### config.mk
export PLATFORM = sky130hd
export DESIGN_NAME = intra16_pred
export DESIGN_NICKNAME = d
export VERILOG_FILES = /design/src/rtl/intra16_pkg.sv /design/src/rtl/i16_sum_tree.sv /design/src/rtl/i16_dc_calc.sv /design/src/rtl/i16_row_gen.sv /design/src/rtl/intra16_pred.sv
export SDC_FILE = /design/constraint.sdc
export NUM_CORES = 1
export LEC_CHECK = 0
export BUFFER_PORTS_ARGS = -buffer_cell sky130_fd_sc_hd__buf_2
export CORE_MARGIN = 2
export CORE_UTILIZATION = 53
export DETAILED_ROUTE_END_ITERATION = 6
export GPL_TIMING_DRIVEN = 0
export MAX_ROUTING_LAYER = met4
export PLACE_DENSITY = 0.81
export REMOVE_ABC_BUFFERS = 1
export SETUP_SLACK_MARGIN = 0.4
export SYNTH_ARGS = -nofsm -noshare
export SYNTH_HDL_FRONTEND = slang
export SYNTH_HIERARCHICAL = 1
export SYNTH_SLANG_ARGS = --single-unit
### constraint.sdc
create_clock -name clk -period 7 [get_ports clk]
set_input_delay 0.35 -clock clk [delete_from_list [all_inputs] [get_ports clk]]
set_output_delay 0.35 -clock clk [all_outputs]
set_load 0.05 [all_outputs]
### src/rtl/intra16_pkg.sv
package intra16_pkg;

   typedef enum logic [1:0] {
      PM_VERT  = 2'd0,
      PM_HORZ  = 2'd1,
      PM_DC    = 2'd2,
      PM_PLANE = 2'd3
   } pred_mode_e;

   typedef enum logic [1:0] {
      ST_IDLE = 2'd0,
      ST_ACC  = 2'd1,
      ST_EMIT = 2'd2
   } ctl_state_e;

endpackage

### src/rtl/i16_sum_tree.sv
module i16_sum_tree #(
   parameter int N     = 16,
   parameter int W     = 8,
   parameter int SUM_W = W + $clog2(N)
) (
   input  logic [N*W-1:0]   samples_i,
   output logic [SUM_W-1:0] sum_o
);
   // heap-ordered binary tree: leaves at N..2N-1, root at 1
   logic [SUM_W-1:0] node [1:2*N-1];

   for (genvar k = 0; k < N; k++) begin : g_leaf
      assign node[N+k] = SUM_W'(samples_i[k*W +: W]);
   end

   for (genvar k = 1; k < N; k++) begin : g_add
      assign node[k] = node[2*k] + node[2*k+1];
   end

   assign sum_o = node[1];

   if (SUM_W < W + $clog2(N)) begin : g_bad_sum_w
      initial $fatal(1, "i16_sum_tree: SUM_W too narrow for N samples");
   end
endmodule

### src/rtl/i16_dc_calc.sv
module i16_dc_calc #(
   parameter int N     = 16,
   parameter int W     = 8,
   parameter int SUM_W = W + $clog2(N)
) (
   input  logic [SUM_W-1:0] sum_left_i,
   input  logic [SUM_W-1:0] sum_up_i,
   input  logic             have_left_i,
   input  logic             have_up_i,
   output logic [W-1:0]     dc_o
);
   localparam int LG = $clog2(N);
   localparam logic [SUM_W-1:0] RND1 = SUM_W'(N / 2);
   localparam logic [SUM_W:0]   RND2 = (SUM_W+1)'(N);
   localparam logic [W-1:0]     MID  = W'(1 << (W - 1));

   logic [SUM_W:0] both_sum;
   assign both_sum = {1'b0, sum_left_i} + {1'b0, sum_up_i};

   always_comb begin
      unique case ({have_left_i, have_up_i})
         2'b11:   dc_o = W'((both_sum + RND2) >> (LG + 1));
         2'b10:   dc_o = W'((sum_left_i + RND1) >> LG);
         2'b01:   dc_o = W'((sum_up_i + RND1) >> LG);
         default: dc_o = MID;
      endcase
   end
endmodule

### src/rtl/i16_row_gen.sv
module i16_row_gen
   import intra16_pkg::*;
#(
   parameter int N  = 16,
   parameter int W  = 8,
   parameter int LG = $clog2(N)
) (
   input  pred_mode_e      mode_i,
   input  logic [N*W-1:0]  up_i,
   input  logic [N*W-1:0]  left_i,
   input  logic [W-1:0]    dc_i,
   input  logic [LG-1:0]   row_i,
   output logic [N*W-1:0]  row_o
);
   logic [W-1:0] lft [N];
   logic [W-1:0] lsel;

   for (genvar k = 0; k < N; k++) begin : g_unpack
      assign lft[k] = left_i[k*W +: W];
   end

   assign lsel = lft[row_i];

   for (genvar x = 0; x < N; x++) begin : g_pix
      always_comb begin
         unique case (mode_i)
            PM_VERT: row_o[x*W +: W] = up_i[x*W +: W];
            PM_HORZ: row_o[x*W +: W] = lsel;
            default: row_o[x*W +: W] = dc_i;
         endcase
      end
   end
endmodule

### src/rtl/intra16_pred.sv
module intra16_pred
   import intra16_pkg::*;
#(
   parameter int N = 16,
   parameter int W = 8
) (
   input  logic             clk,
   input  logic             rst_n,
   input  logic             start,
   input  logic [1:0]       mode,
   input  logic             avail_left,
   input  logic             avail_up,
   input  logic [N*W-1:0]   up_row,
   input  logic [N*W-1:0]   left_col,
   output logic             busy,
   output logic             row_valid,
   output logic             row_first,
   output logic             row_last,
   output logic [N*W-1:0]   row_data,
   output logic             mode_err
);
   localparam int LG    = $clog2(N);
   localparam int SUM_W = W + LG;
   localparam logic [LG-1:0] LAST_ROW = LG'(N - 1);

   if (N < 2 || (N & (N - 1)) != 0) begin : g_bad_n
      initial $fatal(1, "intra16_pred: N must be a power of two >= 2");
   end
   if (W < 2) begin : g_bad_w
      initial $fatal(1, "intra16_pred: W must be at least 2");
   end

   ctl_state_e       st_q;
   pred_mode_e       mode_q;
   logic             al_q, au_q;
   logic [N*W-1:0]   up_q, left_q;
   logic [W-1:0]     dc_q, dc_next;
   logic [LG-1:0]    row_q;
   logic             err_q;
   logic [SUM_W-1:0] sum_l, sum_u;

   i16_sum_tree #(.N(N), .W(W), .SUM_W(SUM_W)) u_sum_left (
      .samples_i (left_q),
      .sum_o     (sum_l)
   );

   i16_sum_tree #(.N(N), .W(W), .SUM_W(SUM_W)) u_sum_up (
      .samples_i (up_q),
      .sum_o     (sum_u)
   );

   i16_dc_calc #(.N(N), .W(W), .SUM_W(SUM_W)) u_dc (
      .sum_left_i  (sum_l),
      .sum_up_i    (sum_u),
      .have_left_i (al_q),
      .have_up_i   (au_q),
      .dc_o        (dc_next)
   );

   i16_row_gen #(.N(N), .W(W), .LG(LG)) u_rows (
      .mode_i (mode_q),
      .up_i   (up_q),
      .left_i (left_q),
      .dc_i   (dc_q),
      .row_i  (row_q),
      .row_o  (row_data)
   );

   always_ff @(posedge clk or negedge rst_n) begin
      if (!rst_n) begin
         st_q   <= ST_IDLE;
         mode_q <= PM_VERT;
         al_q   <= 1'b0;
         au_q   <= 1'b0;
         up_q   <= '0;
         left_q <= '0;
         dc_q   <= '0;
         row_q  <= '0;
         err_q  <= 1'b0;
      end else begin
         err_q <= 1'b0;
         unique case (st_q)
            ST_IDLE: begin
               if (start) begin
                  if (pred_mode_e'(mode) == PM_PLANE) begin
                     err_q <= 1'b1;
                  end else begin
                     mode_q <= pred_mode_e'(mode);
                     al_q   <= avail_left;
                     au_q   <= avail_up;
                     up_q   <= up_row;
                     left_q <= left_col;
                     st_q   <= ST_ACC;
                  end
               end
            end
            ST_ACC: begin
               dc_q  <= dc_next;
               row_q <= '0;
               st_q  <= ST_EMIT;
            end
            ST_EMIT: begin
               if (row_q == LAST_ROW) st_q <= ST_IDLE;
               else                   row_q <= row_q + 1'b1;
            end
            default: st_q <= ST_IDLE;
         endcase
      end
   end

   assign busy      = (st_q != ST_IDLE);
   assign row_valid = (st_q == ST_EMIT);
   assign row_first = row_valid && (row_q == '0);
   assign row_last  = row_valid && (row_q == LAST_ROW);
   assign mode_err  = err_q;


   busy_lead_chk: assert property (@(posedge clk) disable iff (!rst_n)
      $rose(busy) |-> !row_valid ##1 row_first);


   rows_contig_chk: assert property (@(posedge clk) disable iff (!rst_n)
      row_valid && !row_last |=> row_valid && !row_first);


   last_row_end_chk: assert property (@(posedge clk) disable iff (!rst_n)
      row_last |=> !busy);


   err_idle_chk: assert property (@(posedge clk) disable iff (!rst_n)
      mode_err |-> !busy && !row_valid);


   err_pulse_chk: assert property (@(posedge clk) disable iff (!rst_n)
      mode_err |=> !mode_err);


   vert_rows_same_chk: assert property (@(posedge clk) disable iff (!rst_n)
      row_valid && !row_first && mode_q == PM_VERT |-> $stable(row_data));


   dc_uniform_chk: assert property (@(posedge clk) disable iff (!rst_n)
      row_valid && mode_q == PM_DC |-> row_data == {N{row_data[W-1:0]}});


   busy_hold_chk: assert property (@(posedge clk) disable iff (!rst_n)
      busy && !row_last |=> busy);
endmodule

==> metrics.yaml <==
outcome: "finished, final reports clean"
dp.cells: 3007
cts_tree: "yes"
hp-start: "left_col[119]"
chipHeight_um: 211.6
drtIter0Drc: 1330
slew_headroom: 0.1182
min_period_over_period: 0.9621
ys_top_cells_by_area: "dfrtp_1 (30%), fa_1 (11%), mux2_1 (10%)"
cts.clk_slew.worst_paths_ns: 0.06
placement.io_buffers: 395
slowest_stage: "fa_1"
row_count: 76
start_util: 0.5337
critPathTopFamily: "adder cells"
reg2reg_depth: 28
critPathRequiredTime_ns: 7.43
rsz0062_at_grt: "yes"
dieWidth_um: 211.6
fin_crit_ns: 6.735
ff2ff_setup_slack_ns: 0.26
worst_skew_pair.late_latency_ns: 0.55
cpPeakStageDelay_ns: 0.55
synth_top_area_cell: "dfrtp_1"
ios: 396
syn_inst: 2131
post-synth-top-count-cell: "dfrtp_1"
setup_slack_ns: 0.2650
cts_buffers: 34
drc: 0
drt-wirelength-per-cell_um: 21.02
synthFlopType: "dfrtp_1"
syn2layout_area_growth_pct: 22.65
hp-class: "in2reg"
place_worst_setup_slack_ns: -0.5931
drive_gt1_frac: 0.3479
yosys-top-cells-count: "dfrtp_1 (275), inv_1 (206), nor2_1 (206), mux2_1 (202), ha_1 (179)"
min_path_cells: 2
crit_fanout: 7
ant_nets: 0
nNetsFinal: 3148
via_per_inst: 5.778
max_freq_mhz: 148.5
grt_remaining_overflow: 0
fin_cells: 3156
ys_warn_count: 6
h-tree-depth: 2
antenna_found_initial: 3
gp_congestion: 0.9279
avgSynthCellArea_sq_um: 10.72
grt_pass1_vias: 18860
grt_pass1_wl_mm: 100.7
slew_viol_final: 0
critPathKind: "reg2reg"
cts_root_buf: "clkbuf_16"
vias: 18230
clock-sinks: 275
r2r-end: "dc_q[7]"
start_kind: "register"
synth_area_sq_mm: 0.02284
crit_top_cell: "fa_1"
hold_end: "left_q[119]"
cp.arrival_ns: 7.16
finClkSkew_ns: 0.02045
yosys_register_bits: 275
finalHoldViolCount: 0
synth_top_area_frac: 0.3013
tightest_slew_ns: 1.319
dieArea_sq_mm: 0.04477
synth_edf_count: 0
cts.path.max_buffers: 3
gr-usage-all-layers: 0.3000
max-cap-violations: 0
setup_viol: 0
coreArea_sq_mm: 0.04279
drt_pre_antenna_iters: 5
wirelength_mm: 66.33
endpoint_kind: "register"
ys_seq_area_frac: 0.3013
async_reset_ff_frac: 1.000
ys_types: 90
critPathBufInv: 4
rr_startpoint: "left_q[80]"
hpwl_mm: 50.72
grt_max_degree: 102
-- per-layer routing --
layer,up-vias,global-route usage,wire length [um]
met1,9115,0.3434,26160
met4,0,0.1406,2933
met5,-,-,0
met3,169,0.03486,3247
li1,8287,-,-
met2,663,0.5265,33990
-- cell type report --
type | count | area (sq um)
fillers | 3216 | 14780
multi-input cells | 1570 | 15510
inverters | 206 | 773.2
repair buffers | 497 | 3042
clock inverters | 9 | 76.32
flip-flops and latches | 275 | 6887
clock buffers | 50 | 1035
diodes | 3 | 7.507
well taps | 546 | 683.2
-- state kept, by name, summed over array words and instances, names as in the netlist --
signal / cells
mode_err: 1
mode_q: 2
al_q: 1
up_q: 128
dc_q: 8
st_q: 2
au_q: 1
row_q: 4
left_q: 128
-- worst max-delay path by stage --
| stage | cells past startpoint | start | to | slack, ns |
|---|---|---|---|---|
| 6_report | 28 | left_q[80] | dc_q[7] | 0.26 |
| 3_5_place_dp | 27 | left_q[56] | dc_q[7] | -0.59 |
| 4_1_cts | 26 | up_q[64] | dc_q[7] | 0.26 |
| 2_1_floorplan | 27 | left_q[64] | dc_q[7] | 0.39 |
| 5_1_grt | 29 | left_q[80] | dc_q[7] | 0.04 |
| 3_3_place_gp | 3 | st_q[1] | up_q[112] | -0.83 |
-- through the flow --
| step | setup TNS (ns) | utilization | instance area [sq um] | hold slack, ns |
|---|---|---|---|---|
| finish | 0 | 0.6546 | 28010 | 0.02334 |
| global route | 0 | 0.6546 | 28010 | 0.02083 |
| CTS | 0 | 0.6410 | 27430 | 0.00004263 |
| detailed placement | -2.345 | 0.5873 | 25130 | 0.3951 |
| global placement | -151.92 | 0.5789 | 24770 | 0.4641 |
| floorplan | 0 | - | 22110 | 0.05441 |
-- cells by family (layout without fill, tap and decap cells) --
family | count (synthesis) | after routing | share of synthesized area
simple gates | 451 | 451 | 0.09368
compound gates | 380 | 380 | 0.1231
other cells | 0 | 3 | 0
buf+inv | 286 | 762 | 0.06568
xor+xnor | 109 | 109 | 0.04180
mux | 329 | 329 | 0.1694
fa+ha+maj | 301 | 301 | 0.2050
flops | 275 | 275 | 0.3013
-- repair_timing --
item                       CTS  global route
buffers inserted            47            25
pin swaps                   84            77
setup endpoints to repair    7             7
hold buffers                15             0
gates cloned                 0             0
resized for setup          137            79
hold endpoints to repair    99             0
-- cell usage in the layout (no fill, tap or decap), types with 37 or more instances in the layout --
master / n
a21oi_1: 115
a21oi_2: 75
buf_2: 394
buf_4: 67
clkbuf_16: 37
dfrtp_1: 271
fa_1: 106
ha_1: 147
inv_1: 193
mux2_1: 202
mux2_2: 68
nand2_1: 72
nor2_1: 202
xnor2_1: 55
Power is left out: the tool's default activity adds up to more than one toggle a clock period on the data nets, which glitch-free logic cannot reach.
